<file path="src/rtl/sbu_pkg.sv">
// Package: shared encodings and the decoded-instruction record for the
// stage counter and branch unit. Field positions are fixed by the
// instruction format, so they live in the decoder, not here.
package sbu_pkg;

    localparam logic [3:0] OPC_ALU    = 4'd7;
    localparam logic [3:0] OPC_BRANCH = 4'd8;
    localparam logic [1:0] SUB_STAGE  = 2'd2;
    localparam logic [1:0] SUB_REL_R0 = 2'd0;
    localparam logic [1:0] SUB_ABS    = 2'd1;
    localparam logic [1:0] SUB_REL_ST = 2'd2;

    typedef enum logic [3:0] {
        CNT_ADD = 4'd0,
        CNT_SUB = 4'd1,
        CNT_CLR = 4'd2
    } cnt_op_e;

    typedef enum logic [2:0] {
        CMP_LT = 3'd1,
        CMP_GT = 3'd2,
        CMP_EQ = 3'd4
    } cmp_code_e;

    typedef enum logic [2:0] {
        JMP_ALWAYS = 3'd0,
        JMP_ZERO   = 3'd1,
        JMP_OVF    = 3'd2
    } jmp_type_e;

    typedef struct packed {
        logic        is_cnt;
        logic [3:0]  cnt_sel;
        logic [15:0] cnt_imm;
        logic        is_rel;
        logic        rel_stage;
        logic [14:0] rel_imm;
        logic [2:0]  rel_code;
        logic [6:0]  rel_off;
        logic        rel_back;
        logic        is_abs;
        logic        abs_use_reg;
        logic [2:0]  abs_type;
        logic [10:0] abs_addr;
    } sbu_dec_t;

endpackage

</file>
<file path="src/rtl/sbu_decode.sv">
// Module: sbu_decode
// Splits the 32-bit instruction word into the fields used by the stage
// counter, the relative branch and the absolute branch.
// Assumes: fields of different formats overlap; consumers look only at
// the fields whose class flag is set.
module sbu_decode
    import sbu_pkg::*;
(
    input  logic [31:0] instr_i,
    output sbu_dec_t    dec_o
);

    logic [3:0] opc;
    logic [1:0] sub;

    assign opc = instr_i[31:28];
    assign sub = instr_i[27:26];

    // Field extraction and instruction classification.
    always_comb begin
        dec_o             = '0;
        dec_o.is_cnt      = (opc == OPC_ALU) && (sub == SUB_STAGE);
        dec_o.cnt_sel     = instr_i[24:21];
        dec_o.cnt_imm     = instr_i[19:4];
        dec_o.is_rel      = (opc == OPC_BRANCH) &&
                            ((sub == SUB_REL_R0) || (sub == SUB_REL_ST));
        dec_o.rel_stage   = (sub == SUB_REL_ST);
        dec_o.rel_imm     = instr_i[14:0];
        dec_o.rel_code    = instr_i[17:15];
        dec_o.rel_off     = instr_i[24:18];
        dec_o.rel_back    = instr_i[25];
        dec_o.is_abs      = (opc == OPC_BRANCH) && (sub == SUB_ABS);
        dec_o.abs_use_reg = instr_i[21];
        dec_o.abs_type    = instr_i[24:22];
        dec_o.abs_addr    = instr_i[12:2];
    end

endmodule

</file>
<file path="src/rtl/sbu_stage_ctr.sv">
// Module: sbu_stage_ctr
// The stage loop counter. It adds or subtracts the low bits of the
// immediate, or clears to zero, only when a counter instruction is
// executed. Assumes: one instruction is executed per clock.
module sbu_stage_ctr
    import sbu_pkg::*;
#(
    parameter int STAGE_W = 8
) (
    input  logic               clk,
    input  logic               rst_n,
    input  logic               op_en_i,
    input  logic [3:0]         sel_i,
    input  logic [15:0]        imm_i,
    output logic [STAGE_W-1:0] stage_o
);

    logic [STAGE_W-1:0] stage_q;
    logic [STAGE_W-1:0] step;
    logic               unused_imm_hi;

    assign step          = imm_i[STAGE_W-1:0];
    assign unused_imm_hi = ^imm_i;

    // Counter register: reset, then update on counter instructions.
    always_ff @(posedge clk) begin
        if (!rst_n) begin
            stage_q <= '0;
        end else if (op_en_i) begin
            case (sel_i)
                CNT_ADD: stage_q <= stage_q + step;
                CNT_SUB: stage_q <= stage_q - step;
                CNT_CLR: stage_q <= '0;
                default: stage_q <= stage_q;
            endcase
        end
    end

    assign stage_o = stage_q;

endmodule

</file>
<file path="src/rtl/sbu_compare.sv">
// Module: sbu_compare
// Unsigned compare of an operand against a zero-extended 15-bit
// immediate. The code picks less-than, strict greater-than or equal;
// unknown codes give no hit. Assumes DATA_W >= 15.
module sbu_compare
    import sbu_pkg::*;
#(
    parameter int DATA_W = 16
) (
    input  logic [DATA_W-1:0] opnd_i,
    input  logic [14:0]       imm_i,
    input  logic [2:0]        code_i,
    output logic              hit_o
);

    logic [DATA_W-1:0] imm_ext;

    assign imm_ext = {{(DATA_W-15){1'b0}}, imm_i};

    // Select the relation that the compare code asks for.
    always_comb begin
        case (code_i)
            CMP_LT:  hit_o = (opnd_i <  imm_ext);
            CMP_GT:  hit_o = (opnd_i >  imm_ext);
            CMP_EQ:  hit_o = (opnd_i == imm_ext);
            default: hit_o = 1'b0;
        endcase
    end

endmodule

</file>
<file path="src/rtl/sbu_next_pc.sv">
// Module: sbu_next_pc
// Chooses between the fall-through PC, a relative target and an
// absolute target. Every result wraps modulo 2^PC_W.
// Assumes PC_W >= 7.
module sbu_next_pc #(
    parameter int PC_W = 11
) (
    input  logic [PC_W-1:0] pc_i,
    input  logic            rel_take_i,
    input  logic            rel_back_i,
    input  logic [6:0]      rel_off_i,
    input  logic            abs_take_i,
    input  logic [PC_W-1:0] abs_tgt_i,
    output logic [PC_W-1:0] next_pc_o
);

    logic [PC_W-1:0] off_ext;

    assign off_ext = {{(PC_W-7){1'b0}}, rel_off_i};

    // Priority among the absolute, relative and fall-through targets.
    always_comb begin
        if (abs_take_i)
            next_pc_o = abs_tgt_i;
        else if (rel_take_i)
            next_pc_o = rel_back_i ? (pc_i - off_ext) : (pc_i + off_ext);
        else
            next_pc_o = pc_i + PC_W'(1);
    end

endmodule

</file>
<file path="src/rtl/stage_branch_unit.sv">
// Module: stage_branch_unit (top)
// Next-PC unit for a small coprocessor. It holds the stage counter and
// resolves relative branches (R0 or the stage counter against an
// immediate) and flag-conditioned absolute branches.
// Assumes: the instruction on instr_i executes at the next rising edge;
// the next PC is combinational.
module stage_branch_unit
    import sbu_pkg::*;
#(
    parameter int PC_W    = 11,
    parameter int DATA_W  = 16,
    parameter int STAGE_W = 8
) (
    input  logic               clk,
    input  logic               rst_n,
    input  logic [31:0]        instr_i,
    input  logic [PC_W-1:0]    pc_i,
    input  logic [DATA_W-1:0]  r0_i,
    input  logic [DATA_W-1:0]  reg_i,
    input  logic               zero_i,
    input  logic               ovf_i,
    output logic [PC_W-1:0]    next_pc_o,
    output logic [STAGE_W-1:0] stage_o
);

    localparam int NSRC = 2;

    sbu_dec_t          dec;
    logic [STAGE_W-1:0] stage_q;
    logic [DATA_W-1:0] cmp_opnd [NSRC];
    logic [NSRC-1:0]   cmp_hit;
    logic              rel_take;
    logic              abs_take;
    logic [PC_W-1:0]   abs_tgt;
    logic              unused_reg_hi;

    sbu_decode u_dec (
        .instr_i (instr_i),
        .dec_o   (dec)
    );

    sbu_stage_ctr #(.STAGE_W(STAGE_W)) u_ctr (
        .clk     (clk),
        .rst_n   (rst_n),
        .op_en_i (dec.is_cnt),
        .sel_i   (dec.cnt_sel),
        .imm_i   (dec.cnt_imm),
        .stage_o (stage_q)
    );

    assign cmp_opnd[0] = r0_i;
    assign cmp_opnd[1] = {{(DATA_W-STAGE_W){1'b0}}, stage_q};

    // One comparator for each compare source.
    generate
        for (genvar g = 0; g < NSRC; g++) begin : g_cmp
            sbu_compare #(.DATA_W(DATA_W)) u_cmp (
                .opnd_i (cmp_opnd[g]),
                .imm_i  (dec.rel_imm),
                .code_i (dec.rel_code),
                .hit_o  (cmp_hit[g])
            );
        end
    endgenerate

    assign rel_take = dec.is_rel && cmp_hit[dec.rel_stage];

    // Absolute branch condition from the type field and the flags.
    always_comb begin
        case (dec.abs_type)
            JMP_ALWAYS: abs_take = dec.is_abs;
            JMP_ZERO:   abs_take = dec.is_abs && zero_i;
            JMP_OVF:    abs_take = dec.is_abs && ovf_i;
            default:    abs_take = 1'b0;
        endcase
    end

    assign abs_tgt       = dec.abs_use_reg ? reg_i[PC_W-1:0] : PC_W'(dec.abs_addr);
    assign unused_reg_hi = ^reg_i;

    sbu_next_pc #(.PC_W(PC_W)) u_npc (
        .pc_i       (pc_i),
        .rel_take_i (rel_take),
        .rel_back_i (dec.rel_back),
        .rel_off_i  (dec.rel_off),
        .abs_take_i (abs_take),
        .abs_tgt_i  (abs_tgt),
        .next_pc_o  (next_pc_o)
    );

    assign stage_o = stage_q;

endmodule

</file>
<file path="config.mk">
export PLATFORM = sky130hd
export DESIGN_NAME = stage_branch_unit
export DESIGN_NICKNAME = d
export VERILOG_FILES = /design/src/rtl/sbu_pkg.sv /design/src/rtl/sbu_decode.sv /design/src/rtl/sbu_stage_ctr.sv /design/src/rtl/sbu_compare.sv /design/src/rtl/sbu_next_pc.sv /design/src/rtl/stage_branch_unit.sv
export SDC_FILE = /design/constraint.sdc
export NUM_CORES = 1
export LEC_CHECK = 0
export CORE_MARGIN = 2
export CORE_UTILIZATION = 45
export DETAILED_ROUTE_END_ITERATION = 6
export DONT_BUFFER_PORTS = 1
export HOLD_SLACK_MARGIN = 0.1
export PLACE_DENSITY = 0.62
export SLEW_MARGIN = 20
export SYNTH_ARGS = -nofsm -noshare
export SYNTH_HDL_FRONTEND = slang
export SYNTH_SLANG_ARGS = --single-unit
</file>
<file path="constraint.sdc">
create_clock -name clk -period 4.8 [get_ports clk]
set_input_delay 0.48 -clock clk [delete_from_list [all_inputs] [get_ports clk]]
set_output_delay 0.48 -clock clk [all_outputs]
set_load 0.005 [all_outputs]
</file>
# Yosys cells after proc, flatten, opt, wreduce, memory -nomap -nowiden
# Index checks and enable logic that the tools add are counted.
[totals]
regBits = 8
inputBits = 79
out_inout_bits = 19
wordCells = 46
[op_classes]
add_sub_neg = 5
order_cmp = 5
eq_ne = 13
n_mux = 10
reduce_logical = 12
[ops]
columns = ["operator", "count"]
rows = [
  ["$mux W11", 4],
  ["$pmux W8 S3", 1],
  ["$eq A16 B15 Y1", 1],
  ["$gt A16 B15 Y1", 1],
  ["$lt A16 B15 Y1", 1],
  ["$eq A8 B15 Y1", 1],
  ["$gt A8 B15 Y1", 1],
  ["$lt A8 B15 Y1", 1],
  ["$add A11 B1 Y11 const B", 1],
  ["$add A11 B7 Y11", 1],
  ["$sub A11 B7 Y11", 1],
  ["$pmux W1 S3", 3],
  ["$add A8 B8 Y8", 1],
  ["$sub A8 B8 Y8", 1],
  ["$eq A3 B1 Y1 const B", 2],
  ["$eq A3 B2 Y1 const B", 2],
  ["$logic_and A1 B1 Y1", 6],
  ["$eq A4 B1 Y1 const B", 1],
  ["$eq A4 B2 Y1 const B", 1],
  ["$eq A4 B3 Y1 const B", 1],
  ["$eq A4 B4 Y1 const B", 1],
  ["$logic_not A4 Y1", 1],
  ["$eq A3 B3 Y1 const B", 1],
  ["$logic_not A3 Y1", 1],
  ["other kinds (8)", 9],
]

# Longest topological paths before layout
# Gate-level depths: netlist of the first run.
[logic_depth]
word_depth = 7
depth_mapped = 17

# By module
# Synthesis of the first run repeated with hierarchy kept, for this count alone.
[hier_totals]
hier_cells = 414
area_unflattened_um2 = 3219.3
[modules_own_cells]
columns = ["module", "instances", "cells_each", "area_each_um2", "seq_area_each_um2"]
rows = [
  ["sbu_next_pc", 1, 117, 798.3, 0.0],
  ["sbu_stage_ctr", 1, 91, 782.0, 160.2],
  ["sbu_decode", 1, 67, 506.7, 0.0],
  ["sbu_compare at g_cmp[0].u_cmp", 1, 62, 471.7, 0.0],
  ["sbu_compare at g_cmp[1].u_cmp", 1, 58, 442.9, 0.0],
  ["stage_branch_unit", 1, 19, 217.7, 0.0],
]

# Least setup slack after synthesis of the first run
# Ideal clock, no wire load.
[synth_path]
path_kind = "input to output"
startpoint = "in instr_i[8]"
endpoint = "out next_pc_o[10]"
arrival_time_ns = 3.805
required_time_ns = 4.320
path_slack_ns = 0.515
stages = 17
n_path_buf = 0
path_cell_list = "inv_1 -> ha_1 -> and3_1 -> a221oi_1 -> o21ai_0 -> a211o_1 -> mux2i_4 -> nand2_2 -> a211o_1 -> fa_1 -> nor2b_1 -> o2111ai_1 -> nand4_1 -> a221oi_1 -> xor2_1 -> o22ai_1 -> or3b_1"
[synth_via]
elab_chain_cells = 7
word_cells_on_any_way = 13
[synth_rtl]
columns = ["element", "line_no", "text"]
rows = [
  ["from (decl)", "stage_branch_unit.sv:16", "input logic [31:0] instr_i,"],
  ["$gt A16 B15 Y1, or another cell as far along", "sbu_compare.sv:24", "CMP_GT: hit_o = (opnd_i > imm_ext);"],
  ["$pmux W1 S3", "sbu_compare.sv:22", "case (code_i)"],
  ["$mux W1 (implied by the code) * (2 in a row)", "stage_branch_unit.sv:66", "assign rel_take = dec.is_rel && cmp_hit[dec.rel_stage];"],
  ["$logic_and A1 B1 Y1 *", "stage_branch_unit.sv:66", ""],
  ["$mux W11 *", "sbu_next_pc.sv:25", "else if (rel_take_i)"],
  ["$mux W11 *", "sbu_next_pc.sv:23", "if (abs_take_i)"],
  ["to (decl)", "stage_branch_unit.sv:22", "output logic [PC_W-1:0] next_pc_o,"],
]
# Mark *: on every way between the ends. The rest lies on a longest branch, timed or not. The select of a mux whose other input is x is not followed.

# Worst setup path after layout of the first run
[layout_path]
startpoint = "in instr_i[6]"
endpoint = "out next_pc_o[10]"
# The elaborated chain is that of the path after synthesis.

==> implementation parameters, run 1 <==
Parameter                              Value

Run status
  Status ... finished, final reports clean

Timing
  Unrepaired setup endpoints after global routing ... yes
  Final Max Slew Viols ... 0
  FMAX ... between 0.2 and 0.25 GHz
  Min Clock Period, post-route ... roughly 4.6 ns
  Final setup margin ... approximately 0.15 ns
  Share of the cycle needed by the critical path after routing ... 96.8%
  Pin slew with the least headroom to its limit ... 0.777 ns
  Hold violation total from the final report ... 0
  Post-Route Skew ... roughly 0.00074 ns
  Worst slew slack as a fraction of its limit ... a little under half
  Number of failing setup endpoints in the final timing report ... 0

Finish
  Final std cells w/o fill ... approximately 400
  Final Cell Area ... 2680 µm²
  Layout-stage area growth over the synthesis result ... 9.91%
  Util after Layout ... 51.8%
  Number of flip-flops under the largest register name ... 8
  Diodes inserted ... 0
  Fraction of final layout cells sized beyond drive strength 1 ... roughly a tenth
  Number of nets in the layout ... approximately 460

Worst setup path
  Type of the setup path with the least slack ... in2out
  Critical path, cell by cell ... inv_1 -> ha_1 -> and3_4 -> a221oi_2 -> o21ai_1 -> a211o_1 -> mux2i_4 -> nand2_4 -> a211o_1 -> fa_2 -> nor2b_4 -> o2111ai_2 -> nand4_1 -> a221oi_2 -> xor2_1 -> buf_4 -> nand4_1 -> or3b_4
  Setup crit start kind ... input port
  Nature of the critical path endpoint ... primary output
  Critical path required time ... roughly 4.3 ns
  Number of buffers and inverters on the critical path ... 2
  Largest incremental delay on the critical path ... between 0.4 and 0.5 ns
  Family of cells with the greatest summed delay on the critical path ... compound AO/OA/AOI/OAI gates
  Data arrival time at the worst-slack endpoint ... around 4.2 ns
  Largest fanout of any net on the critical path ... 8
  Worst path slowest cell ... sky130_fd_sc_hd__fa_2

Synthesis
  Synthesized netlist net count ... between 400 and 500
  Number of storage elements in the synthesis netlist ... 8
  Async set or reset register ratio after synthesis ... 0%
  Number of enable flip-flop cells after synthesis ... 0
  Sequential-to-total area share from yosys stat ... ~6.6%
  Number of distinct library cells after synthesis ... 55
  Largest area contributor in the synthesized netlist ... sky130_fd_sc_hd__ha_1
  Mapped cell area ... about 2400 µm²
  Proportion of netlist area held by the largest area contributor ... roughly 22%
  Synth warnings ... 0
  Most instantiated library cell after synthesis ... sky130_fd_sc_hd__ha_1
  Mapped Cells ... between 300 and 400
  Largest cells by area after synthesis ... sky130_fd_sc_hd__ha_1, sky130_fd_sc_hd__dfxtp_1, sky130_fd_sc_hd__inv_1
  Post-Synthesis Mean Instance Area ... between 7 and 8 µm²
  Ys flop type ... sky130_fd_sc_hd__dfxtp_1
  Post-synth top cells ... sky130_fd_sc_hd__ha_1, sky130_fd_sc_hd__inv_1, sky130_fd_sc_hd__nor2_1, sky130_fd_sc_hd__nand2_1, sky130_fd_sc_hd__o21ai_0

Global routing
  Via count of the first global-routing pass ... 2,356
  Pin count of the biggest net entering global routing ... 20
  Initial antenna violation count ... 0
  Global-route wire length before repair ... roughly 11,000 µm
  Global-route usage over all layers ... a little over a fifth
  Aggregate global routing overflow ... 0

Clocking
  Clk slew on worst S/H paths ... ~0.040 ns
  Clock root buffer ... sky130_fd_sc_hd__clkbuf_8
  Clock insertion delay at the later pin of the skew report ... about 0.22 ns
  Number of levels the H-tree was split into ... 1
  Number of clock sinks seen by CTS ... 8
  Number of buffers created by CTS ... 3
  TritonCTS clock tree ... built
  Maximum count of clock buffers along a single path ... 2

Die
  # rows ... 26
  Io pins ... 98
  Die area ... between 6000 and 7000 µm²
  Die W ... roughly 78 µm
  Core area ... slightly above 5000 µm²
  Effective utilization at floorplan ... between 40% and 50%
  Vertical die dimension ... slightly below 80 µm

Route
  Via count ... around 2,400
  Final routed wirelength across all metal layers ... 6710 µm
  Detailed Route Iter0 Violations ... between 70 and 80
  Post-DR wirelength/cell ... around 17 µm
  Wire length on met3 ... 531 µm
  M1 wire length ... ~2900 µm
  Average vias per placed instance ... ~6
  Met2 wire length ... between 3000 and 4000 µm
  Final ANT Viol Nets ... 0
  Post-detailed-route DRC marker count ... 0
  Count of TritonRoute iterations in the first routing pass ... 4
  Highest metal used ... met4

Hold path
  Path type of the worst min-delay path ... in2reg

Placement
  Cells after DPL ... ~400
  Instance area at placement ... about 2500 µm²
  IO buf count ... 0
  Final GP Congestion ... between 0.7 and 0.8
  Placed wire-length estimate after detailed placement ... ~5700 µm
  Pre-CTS WS ... ~0.048 ns

Pwr
  Maximum VDD drop ... between 150 and 200 µV
  Leakage ... between 1 and 1.5 nW
  Total power consumption of the routed design ... roughly 0.28 mW
  Power density over the cells ... 104 nW/µm²

Run
  Total of max-cap violations ... 0
[placed cells by master (no fill, tap or decap), types with 10 or more instances in the layout]
cell type,Yosys,routed
sky130_fd_sc_hd__a21oi_1,13,13
sky130_fd_sc_hd__ha_1,42,38
sky130_fd_sc_hd__inv_1,32,31
sky130_fd_sc_hd__nand2_1,19,19
sky130_fd_sc_hd__nand3_1,14,14
sky130_fd_sc_hd__nor2_1,28,27
sky130_fd_sc_hd__nor2b_1,12,11
sky130_fd_sc_hd__nor3_1,11,10
sky130_fd_sc_hd__o21ai_0,19,18
sky130_fd_sc_hd__xnor2_1,10,10
[final timing paths]
path              cells past startpoint                            end  slack, ns                          start
setup / recovery                     18                  next_pc_o[10]       0.15                     instr_i[6]
hold / removal                        1  u_ctr.stage_o[5]$_SDFFE_PN0P_       0.38                          rst_n
setup reg to reg                      8  u_ctr.stage_o[7]$_SDFFE_PN0P_       2.62  u_ctr.stage_o[1]$_SDFFE_PN0P_
hold reg to reg                       2  u_ctr.stage_o[6]$_SDFFE_PN0P_       0.56  u_ctr.stage_o[6]$_SDFFE_PN0P_
[final cells by class]
class,instances,area (µm²)
inverters,32,124
repair buffers,5,37.5
multi-input cells,283,2230
fillers,514,2490
flip-flops and latches,8,160
clock buffers,3,41.3
well taps,70,87.6
[report_power, final]
group / total (mW) / internal, mW / switching [mW] / leakage, nW
clock network: 0.0778 / 0.0541 / 0.0237 / 0.0216
registers: 0.0670 / 0.0669 / 0.000147 / 0.0644
logic: 0.134 / 0.0658 / 0.0685 / 1.07
[per-layer routing]
metal  GRT usage [%]  vias up
met5               0        -
met4            1.25        0
met3            6.28        4
met2            39.2       73
met1            26.6     1101
li1                -     1222
[kinds of logic (layout without fill, tap and decap cells)]
group | count (synthesis) | count (layout) | synth area share [%]
xor+xnor | 17 | 17 | 6.11
buf+inv | 40 | 40 | 6.26
compound gates | 77 | 77 | 21.8
mux | 11 | 11 | 5.13
simple gates | 134 | 134 | 30.9
flops | 8 | 8 | 6.57
fa+ha+maj | 44 | 44 | 23.2
[stage by stage]
| stage | TNS [ns] | hold WS (ns) |
|---|---|---|
| detailed placement | 0 | 0.562 |
| finish | 0 | 0.378 |
| global route | -0.0248 | 0.383 |
| global placement | 0 | 0.543 |
| floorplan | 0 | 0.489 |
| CTS | 0 | 0.376 |
[repair_timing]
action / CTS / global route
buffers inserted: 0 / 3
endpoints found under the setup margin: 0 / 3
hold buffers: 0 / 0
gates resized for setup: 0 / 18
Note: power is estimated with default switching activity, not from simulation.
==> inputs of run 2 (changes only) <==
ABC_AREA = 1   (was not set)
==> implementation parameters, run 2 <==
Parameter                              Value

Timing
  FMAX ... 0.248 GHz
  Hold violation total from the final report ... 0
  Final-layout setup total negative slack ... 0 ns
  Worst slew slack as a fraction of its limit ... about three fifths
  Final setup margin ... approximately 0.77 ns
  Min Clock Period, post-route ... roughly 4 ns
  Pin slew with the least headroom to its limit ... between 0.5 and 0.6 ns
  Final Max Slew Viols ... 0
  Post-Route Skew ... about 0.0021 ns
  Share of the cycle needed by the critical path after routing ... 83.9%
  Unrepaired setup endpoints after global routing ... no
  Number of failing setup endpoints in the final timing report ... 0

Route
  Post-DR wirelength/cell ... around 14 µm
  Via count ... between 2,000 and 3,000
  Final ANT Viol Nets ... 0
  Post-detailed-route DRC marker count ... 0
  Count of TritonRoute iterations in the first routing pass ... 4
  Detailed Route Iter0 Violations ... a little over 90
  Average vias per placed instance ... 5.28
  Final routed wirelength across all metal layers ... between 6000 and 7000 µm

Worst setup path
  Slack of the worst reg-to-reg path ... approximately 2.7 ns
  Setup crit start kind ... input port
  Data arrival time at the worst-slack endpoint ... 3.55 ns
  Destination of the critical timing path ... next_pc_o[7]
  Startpoint of the lowest-slack register-to-register path ... u_ctr.stage_o[0]$_SDFFE_PN0P_
  Critical R2R Capture ... u_ctr.stage_o[6]$_SDFFE_PN0P_
  Critical path required time ... 4.32 ns
  Type of the setup path with the least slack ... in2out
  R2R depth ... 12
  Critical path launch point ... instr_i[7]
  Nature of the critical path endpoint ... primary output
  Largest fanout of any net on the critical path ... 7

Die
  Die W ... about 80 µm
  Effective utilization at floorplan ... a little under half
  # rows ... 27
  Die area ... between 6000 and 7000 µm²
  Io pins ... 98
  Vertical die dimension ... roughly 80 µm
  Core area ... 5540 µm²

Clocking
  Number of clock sinks seen by CTS ... 8
  Hold-fix buffers, CTS ... 0
  Maximum count of clock buffers along a single path ... 2
  Resized cells post-CTS ... 0
  Clock root buffer ... sky130_fd_sc_hd__clkbuf_8
  TritonCTS clock tree ... built
  Clock insertion delay at the later pin of the skew report ... 0.23 ns
  Number of buffers created by CTS ... 3
  Clk slew on worst S/H paths ... 0.04 ns
  Number of levels the H-tree was split into ... 1
  # Post-CTS Setup Buffers ... 0

Synthesis
  Number of distinct library cells after synthesis ... 45
  Area fraction in compound gates after synthesis ... between 15 and 20%
  Number of storage elements in the synthesis netlist ... 8
  Mapped Cells ... 434
  Mux share of post-synthesis cell area ... 0%
  Sequential-to-total area share from yosys stat ... around 6%
  Combinational family with the most area after synthesis ... simple AND/OR/NAND/NOR gates
  Largest cells by area after synthesis ... sky130_fd_sc_hd__ha_1, sky130_fd_sc_hd__nand2_1, sky130_fd_sc_hd__inv_1
  Simple-gate share of the synthesized area ... between 30% and 40%
  Post-synth top cells ... sky130_fd_sc_hd__nand2_1, sky130_fd_sc_hd__inv_1, sky130_fd_sc_hd__ha_1, sky130_fd_sc_hd__nor2_1, sky130_fd_sc_hd__a21oi_1
  Number of enable flip-flop cells after synthesis ... 0
  Proportion of netlist area held by the largest area contributor ... 20.1%
  Synth warnings ... 0
  Fraction of the mapped netlist area in adder cells ... ~22%
  Mapped cell area ... between 2000 and 3000 µm²
  Synthesized netlist net count ... between 500 and 600
  XOR/XNOR Fraction of Synth Area ... between 5 and 6%
  Most instantiated library cell after synthesis ... sky130_fd_sc_hd__nand2_1
  Async set or reset register ratio after synthesis ... 0%
  Post-Synthesis Mean Instance Area ... roughly 6.0 µm²
  Ys flop type ... sky130_fd_sc_hd__dfxtp_1
  Largest area contributor in the synthesized netlist ... sky130_fd_sc_hd__ha_1

Finish
  Number of flip-flops under the largest register name ... 8
  Most common cell after layout, fill and taps aside ... sky130_fd_sc_hd__nand2_1
  Fill cell total of the finished layout ... between 600 and 700
  Util after Layout ... 49.0%
  Layout-stage area growth over the synthesis result ... 4.07%
  Most frequent cells in the layout ... sky130_fd_sc_hd__nand2_1, sky130_fd_sc_hd__inv_1, sky130_fd_sc_hd__ha_1
  Fraction of final layout cells sized beyond drive strength 1 ... under 10%
  Diodes inserted ... 0
  Number of nets in the layout ... 559

Run status
  Status ... finished, final reports clean

Placement
  Pre-CTS WS ... between 0.7 and 0.8 ns
  Placed wire-length estimate after detailed placement ... 6210 µm
  Final GP Congestion ... a little under 0.9
  IO buf count ... 0

Global routing
  Initial antenna violation count ... 0
  Via count of the first global-routing pass ... between 2,000 and 2,500
  Global-route wire length before repair ... around 11,000 µm
  Aggregate global routing overflow ... 0
  Global-route usage over all layers ... a little over a fifth
  Pin count of the biggest net entering global routing ... 19

Pwr
  Total power consumption of the routed design ... about 0.28 mW
  Maximum VDD drop ... ~170 µV
  Leakage ... about 1.5 nW
  Power density over the cells ... 104 nW/µm²

Hold path
  Path type of the worst min-delay path ... reg2reg

Run
  Total of max-cap violations ... 0
-- run 2: cell count changes after synthesis, sizes merged, moves of 6 or more --
| cell | before | now |
|---|---|---|
| xnor2 | 10 | 3 |
| mux2i | 9 | 0 |
| nor2b | 12 | 0 |
| a21oi | 13 | 33 |
| nor2 | 28 | 49 |
| nand2b | 6 | 0 |
| nand3 | 14 | 26 |
| o21ai | 19 | 28 |
| or2 | 0 | 6 |
| inv | 32 | 81 |
| nand2 | 20 | 104 |
-- run 2: stage by stage --
step                      instances  area (µm²)  hold slack, ns
after global placement          503        2680           0.488
after CTS                       506        2720           0.504
after floorplan                 434        2610           0.475
after global routing            506        2720           0.559
final                           506        2720           0.507
after detailed placement        503        2680           0.497
-- run 2: power by group --
group | leakage [nW] | total (mW) | switching, mW | internal (mW)
Combinational | 1.41 | 0.136 | 0.0847 | 0.0517
Clock | 0.0216 | 0.0797 | 0.0254 | 0.0542
Sequential | 0.0644 | 0.0670 | 0.000150 | 0.0669
Total | 1.49 | 0.283 | 0.110 | 0.173
-- run 2: how the worst min path moves through the flow --
stage                                   from                       endpoint  slack (ns)  cells past startpoint
2_1_floorplan  u_ctr.stage_o[0]$_SDFFE_PN0P_  u_ctr.stage_o[0]$_SDFFE_PN0P_        0.47                      2
4_1_cts        u_ctr.stage_o[0]$_SDFFE_PN0P_  u_ctr.stage_o[0]$_SDFFE_PN0P_        0.50                      2
6_report       u_ctr.stage_o[0]$_SDFFE_PN0P_  u_ctr.stage_o[0]$_SDFFE_PN0P_        0.51                      2
5_1_grt                                rst_n  u_ctr.stage_o[4]$_SDFFE_PN0P_        0.56                      2
3_3_place_gp   u_ctr.stage_o[0]$_SDFFE_PN0P_  u_ctr.stage_o[0]$_SDFFE_PN0P_        0.49                      2
3_5_place_dp   u_ctr.stage_o[0]$_SDFFE_PN0P_  u_ctr.stage_o[0]$_SDFFE_PN0P_        0.50                      2
-- run 2: cells by family (layout without fill, tap and decap cells) --
| logic type | count (synthesis) | count (layout) |
|---|---|---|
| AND/OR/NAND/NOR | 206 | 206 |
| buffers and inverters | 85 | 85 |
| AO/OA/AOI/OAI | 76 | 76 |
| adder cells (fa/ha/maj) | 44 | 44 |
| XOR/XNOR | 15 | 15 |
| flip-flops | 8 | 8 |
-- run 2: layer usage --
metal / track usage, % / wire, µm / vias to the layer above / share of wire (%)
li1: - / - / 1417 / -
met1: 29.2 / 3310 / 1156 / 48
met2: 35.1 / 2950 / 89 / 43
met3: 5.62 / 566 / 9 / 8.2
met4: 3.56 / 89 / 0 / 1.3
met5: 0 / 0 / - / 0
-- run 2: final cells by class --
type	instances	area, µm²	area share, %
Multi-Input combinational cell	341	2110	77.8
Clock buffer	3	41.3	1.52
Tap cell	72	90.1	3.32
Sequential cell	8	160	5.90
Inverter	82	312	11.5
-- run 2: critical path, cell delays in order --
cell                      delay (ns)
sky130_fd_sc_hd__inv_1          0.11
sky130_fd_sc_hd__ha_1           0.33
sky130_fd_sc_hd__nand2_1        0.07
sky130_fd_sc_hd__nor2_2         0.12
sky130_fd_sc_hd__nand4_1        0.19
sky130_fd_sc_hd__nor2_2         0.17
sky130_fd_sc_hd__nor2_1         0.05
sky130_fd_sc_hd__nand2_1        0.07
sky130_fd_sc_hd__nand3_2        0.07
sky130_fd_sc_hd__nand2_1        0.15
sky130_fd_sc_hd__nor2_4         0.06
sky130_fd_sc_hd__inv_2          0.10
sky130_fd_sc_hd__nor2_1         0.05
sky130_fd_sc_hd__ha_1           0.36
sky130_fd_sc_hd__a21oi_1        0.20
sky130_fd_sc_hd__o21ai_0        0.14
sky130_fd_sc_hd__a21oi_1        0.20
sky130_fd_sc_hd__nor2_1         0.08
sky130_fd_sc_hd__o21ai_0        0.16
sky130_fd_sc_hd__nand2_1        0.09
sky130_fd_sc_hd__nand2_1        0.06
sky130_fd_sc_hd__nand2_1        0.05
sky130_fd_sc_hd__o22ai_1        0.16
